File: src/rtl/pcint_pkg.sv
package pcint_pkg;
  localparam int unsigned ADDR_W = 8;

  localparam logic [ADDR_W-1:0] OFF_MASK_SET = 8'h40;
  localparam logic [ADDR_W-1:0] OFF_MASK_CLR = 8'h44;
  localparam logic [ADDR_W-1:0] OFF_MASK_RD  = 8'h48;
  localparam logic [ADDR_W-1:0] OFF_STATUS   = 8'h4C;

  typedef struct packed {
    logic mask_set;
    logic mask_clr;
    logic mask_rd;
    logic stat_rd;
  } pcint_dec_t;
endpackage

File: src/rtl/pcint_detect.sv
module pcint_detect #(
  parameter int unsigned NPINS = 32
) (
  input  logic             clk_i,
  input  logic             rst_ni,
  input  logic [NPINS-1:0] pin_i,
  input  logic [NPINS-1:0] pio_sel_i,
  input  logic [NPINS-1:0] oe_i,
  output logic [NPINS-1:0] chg_o,
  output logic [NPINS-1:0] smp_o
);
  logic [NPINS-1:0] smp_q;

  for (genvar g = 0; g < NPINS; g++) begin : g_pin
    logic watch;
    assign watch    = pio_sel_i[g] & ~oe_i[g];
    assign chg_o[g] = watch & (pin_i[g] ^ smp_q[g]);

    // reference frozen while the pin is not watched
    always_ff @(posedge clk_i or negedge rst_ni) begin
      if (!rst_ni)    smp_q[g] <= 1'b0;
      else if (watch) smp_q[g] <= pin_i[g];
    end
  end

  assign smp_o = smp_q;
endmodule

File: src/rtl/pcint_flags.sv
module pcint_flags #(
  parameter int unsigned NPINS = 32
) (
  input  logic             clk_i,
  input  logic             rst_ni,
  input  logic [NPINS-1:0] chg_i,
  input  logic             clr_i,
  output logic [NPINS-1:0] flag_o
);
  logic [NPINS-1:0] flag_q;

  // on clear, same-edge changes survive
  always_ff @(posedge clk_i or negedge rst_ni) begin
    if (!rst_ni)    flag_q <= '0;
    else if (clr_i) flag_q <= chg_i;
    else            flag_q <= flag_q | chg_i;
  end

  assign flag_o = flag_q;
endmodule

File: src/rtl/pcint_mask.sv
module pcint_mask #(
  parameter int unsigned NPINS = 32
) (
  input  logic             clk_i,
  input  logic             rst_ni,
  input  logic             set_i,
  input  logic             clr_i,
  input  logic [NPINS-1:0] wdata_i,
  output logic [NPINS-1:0] mask_o
);
  logic [NPINS-1:0] mask_q;

  always_ff @(posedge clk_i or negedge rst_ni) begin
    if (!rst_ni)      mask_q <= '0;
    else if (set_i)   mask_q <= mask_q | wdata_i;
    else if (clr_i)   mask_q <= mask_q & ~wdata_i;
  end

  assign mask_o = mask_q;
endmodule

File: src/rtl/pcint_regif.sv
module pcint_regif
  import pcint_pkg::*;
#(
  parameter int unsigned NPINS = 32
) (
  input  logic              clk_i,
  input  logic              rst_ni,
  input  logic              req_i,
  input  logic              we_i,
  input  logic [ADDR_W-1:0] addr_i,
  input  logic [NPINS-1:0]  mask_i,
  input  logic [NPINS-1:0]  flag_i,
  output pcint_dec_t        dec_o,
  output logic [NPINS-1:0]  rdata_o
);
  logic             wr, rd;
  logic [NPINS-1:0] rd_val;
  logic [NPINS-1:0] rdata_q;

  assign wr = req_i & we_i;
  assign rd = req_i & ~we_i;

  assign dec_o.mask_set = wr && (addr_i == OFF_MASK_SET);
  assign dec_o.mask_clr = wr && (addr_i == OFF_MASK_CLR);
  assign dec_o.mask_rd  = rd && (addr_i == OFF_MASK_RD);
  assign dec_o.stat_rd  = rd && (addr_i == OFF_STATUS);

  always_comb begin
    rd_val = '0;
    if (dec_o.mask_rd) rd_val = mask_i;
    if (dec_o.stat_rd) rd_val = flag_i;
  end

  always_ff @(posedge clk_i or negedge rst_ni) begin
    if (!rst_ni) rdata_q <= '0;
    else         rdata_q <= rd_val;
  end

  assign rdata_o = rdata_q;
endmodule

File: src/rtl/pcint_unit.sv
module pcint_unit
  import pcint_pkg::*;
#(
  parameter int unsigned NPINS = 32
) (
  input  logic              clk_i,
  input  logic              rst_ni,
  input  logic [NPINS-1:0]  pin_i,
  input  logic [NPINS-1:0]  pio_sel_i,
  input  logic [NPINS-1:0]  oe_i,
  input  logic              req_i,
  input  logic              we_i,
  input  logic [ADDR_W-1:0] addr_i,
  input  logic [NPINS-1:0]  wdata_i,
  output logic [NPINS-1:0]  rdata_o,
  output logic              irq_o
);
  logic [NPINS-1:0] chg, smp, flag_q, mask_q;
  pcint_dec_t       dec;

  pcint_detect #(.NPINS(NPINS)) u_detect (
    .clk_i, .rst_ni, .pin_i, .pio_sel_i, .oe_i,
    .chg_o(chg), .smp_o(smp)
  );

  pcint_flags #(.NPINS(NPINS)) u_flags (
    .clk_i, .rst_ni, .chg_i(chg), .clr_i(dec.stat_rd), .flag_o(flag_q)
  );

  pcint_mask #(.NPINS(NPINS)) u_mask (
    .clk_i, .rst_ni, .set_i(dec.mask_set), .clr_i(dec.mask_clr),
    .wdata_i, .mask_o(mask_q)
  );

  pcint_regif #(.NPINS(NPINS)) u_regif (
    .clk_i, .rst_ni, .req_i, .we_i, .addr_i,
    .mask_i(mask_q), .flag_i(flag_q), .dec_o(dec), .rdata_o
  );

  assign irq_o = |(flag_q & mask_q);
endmodule

File: config.mk
export PLATFORM = sky130hd
export DESIGN_NAME = pcint_unit
export DESIGN_NICKNAME = d
export VERILOG_FILES = /design/src/rtl/pcint_pkg.sv /design/src/rtl/pcint_detect.sv /design/src/rtl/pcint_flags.sv /design/src/rtl/pcint_mask.sv /design/src/rtl/pcint_regif.sv /design/src/rtl/pcint_unit.sv
export SDC_FILE = /design/constraint.sdc
export NUM_CORES = 1
export LEC_CHECK = 0
export BUFFER_PORTS_ARGS = -buffer_cell sky130_fd_sc_hd__buf_2
export CORE_MARGIN = 2
export CORE_UTILIZATION = 40
export CTS_CLUSTER_SIZE = 20
export DETAILED_ROUTE_END_ITERATION = 6
export PLACE_DENSITY = 0.64
export SETUP_SLACK_MARGIN = 0.05
export SYNTH_ARGS = -nofsm -noshare
export SYNTH_HDL_FRONTEND = slang
export SYNTH_SLANG_ARGS = --single-unit
File: constraint.sdc
create_clock -name clk_i -period 1.75 [get_ports clk_i]
set_clock_uncertainty 0.15 [all_clocks]
set_input_delay 0.2625 -clock clk_i [delete_from_list [all_inputs] [get_ports clk_i]]
set_output_delay 0.2625 -clock clk_i [all_outputs]
set_load 0.005 [all_outputs]
==> impl_metrics.toml <==
[placed_design]
gp_congestion = 0.8079
place_inst = 874
place_hpwl_mm = 11.16
io_buffers = 172

[synthesis]
synth_area_sq_um = 5705
postSynthCellCount = 465
synth_nets = 605
yosysSeqAreaShare_pct = 56.14
ys_ff_latch = 128
synth_cell_types = 17
yosys_warnings = 0
avgSynthCellArea_sq_um = 12.27

[global_route]
antenna_found_initial = 0
grt_pass1_vias = 4999
grt_pass1_wl_mm = 24.27
grt_max_degree = 65
grt.overflow.total = 0
grt_usage_pct = 21.46

[detailed_routing]
detail-route-antenna-nets = 0
drtIter0Drc = 216
vias = 4765
routedWlPerCell_microns = 16.27
finalWirelength_mm = 15.67
via_per_inst = 4.948
drtPass1Iterations = 4
drc = 0

[status]
status = "finished, violations left"
violations = "setup timing"

[timing]
hold_viol_final = 0
finalMaxSlewViolations = 0
finalCritPeriodShare_pct = 130.5
rsz0062_at_grt = "true"
relSlewSlack_pct = 75.37
fmax_mhz = 438.0
setup_ws_ps = -533.2
setup_viol = 1
tightest_slew_ps = 369.5
fin_crit_ps = 2283

[critical_path]
crit_path_max_fanout = 2
path_delay_family = "simple AND/OR/NAND/NOR gates"
reg2reg_setup_slack_ps = 670
cpPeakStageDelay_ps = 550
regToRegEndpoint = "u_flags.flag_o[31]$_DFF_PN0_"
worst_setup_path_start_kind = "flip-flop"
cp.arrival_ps = 1870
critPathBufInv = 1
critical_path.endpoint_type = "output pin"
endpoint = "irq_o"
path_class = "flip-flop to output pin"
worst_path_max_delay_cell = "or4_4"
path_cells = "a22oi_2, nand4_1, or4_4, buf_6"
cp_num_cells = 4
reg2reg_from = "u_detect.smp_o[31]$_DFFE_PN0P_"
rr_worst_depth = 2
cp.required_ps = 1340

[die]
core_sq_um = 13880
row_count = 43
die-width_microns = 123.4
die-area_sq_um = 15240
initial_core_util_pct = 41.10
die_h_microns = 123.4
ioPinCount = 173

[cts]
clkTransAtPathRegs_ps = 50
postCtsSetupBuffers = 0
clk_latency_ps = 420
clock-sinks = 128
cts_buffers = 17
clockRootBuffer = "clkbuf_16"
cts_max_path_buffers = 2
cts_tree = "done"
htreeDepth = 4

[pwr]
leakage_nw = 4.409
power_w = 0.007721
power-per-cell-area_nw_per_um2 = 895.1
vdd_drop_max_mv = 0.5727

[worst_hold_path]
hp-start = "wdata_i[25]"
min_path_type = "primary input to flip-flop"

[final_layout]
register_area_sq_um = 3203
multiInputGateArea_sq_um = 2351
antenna_cells = 0
drive_gt1_share_pct = 41.63
finalNetCount = 910
area_delta_synth_final_pct = 51.18
fill_cells = 1134
final_cells = 963

[run]
drv_cap = 0
## worst reg2reg max path, stage by stage, from the launching register on
cell	delay (ps)
dfrtp_1	390
xor2_1	190
a22o_1	220
## cells in the final DEF (no fill, tap or decap), drive strengths merged
master	Yosys	routed
a22o	32	32
a22oi	16	16
buf	4	251
bufinv	0	3
clkbuf	18	23
clkinv	0	4
clkinvlp	0	2
dfrtp	128	128
dlygate4sd3	0	57
inv	32	32
mux2	32	32
mux2i	64	64
nand4	37	37
nand4b	1	1
nor2	32	32
nor2b	34	34
nor3b	1	1
nor4b	1	1
or4	1	1
xor2	32	32
## worst min-delay path by stage
stage / to / depth (start not counted)
2_1_floorplan: async pin / 0
3_3_place_gp: u_detect.smp_o[11]$_DFFE_PN0P_ / 1
3_5_place_dp: u_detect.smp_o[22]$_DFFE_PN0P_ / 1
4_1_cts: flip-flop / 3
5_1_grt: flip-flop / 3
6_report: flip-flop / 3
## synthesized netlist by cell type
cell type,instances,area share (%)
buf_2,1,0.088
or4_1,1,0.13
inv_1,32,2.1
a22o_1,32,4.9
a22oi_1,16,2.1
nand4_1,37,4.1
xor2_1,32,4.9
buf_1,3,0.20
nor2b_1,34,3.7
mux2i_1,64,11
dfrtp_1,128,56
nor2_1,32,2.1
nor3b_2,1,0.22
clkbuf_1,18,1.2
mux2_2,32,6.3
nand4b_1,1,0.15
nor4b_4,1,0.42
## power breakdown
part,internal [W],total [W],switching (W)
Sequential,0.00311,0.00320,0.0000941
Combinational,0.000474,0.000834,0.000360
Clock,0.00242,0.00369,0.00126
Total,0.00600,0.00772,0.00172
## layer usage
metal  global-route usage (%)  wire length [microns]
met3                    4.659                    629
met2                    36.47                   8052
met1                    26.53                   6618
met5                        0                      0
met4                    8.665                    371
## timing repair
action	CTS	global route
endpoints found under the setup margin	1	1
gates resized for setup	9	1
gates cloned	0	0
pin swaps	3	3
hold buffers	57	0
hold endpoints to repair	184	0
## kinds of logic after synthesis
logic type / after synthesis / share of synthesized area, %
compound gates: 48 / 7.018
xor+xnor: 32 / 4.912
buf+inv: 54 / 3.574
flops: 128 / 56.14
mux: 96 / 17.54
simple gates: 107 / 10.81
## final cells by class
| type | instances | share of cell area, % |
|---|---|---|
| multi-input combinational | 283 | 27.26 |
| timing repair buffer | 308 | 24.34 |
| clock inverter | 9 | 1.494 |
| inverter | 32 | 1.393 |
| sequential | 128 | 37.13 |
| tap | 180 | 2.611 |
| clock buffer | 23 | 5.773 |
## per-stage QoR
step,TNS [ps],hold slack [ps],area (sq um),worst slack [ps],util [%]
after global placement,-365.6,15.68,7378,-172.5,53.15
after detailed placement,-234.0,18.22,7378,-176.0,53.15
final,-533.2,14.53,8626,-533.2,62.14
after CTS,-542.6,0.4031,8621,-542.6,62.11
after global routing,-581.1,10.89,8626,-581.1,62.14
after floorplan,0,-183.1,5705,160.8,-
Note: power is estimated with default switching activity, not from simulation.
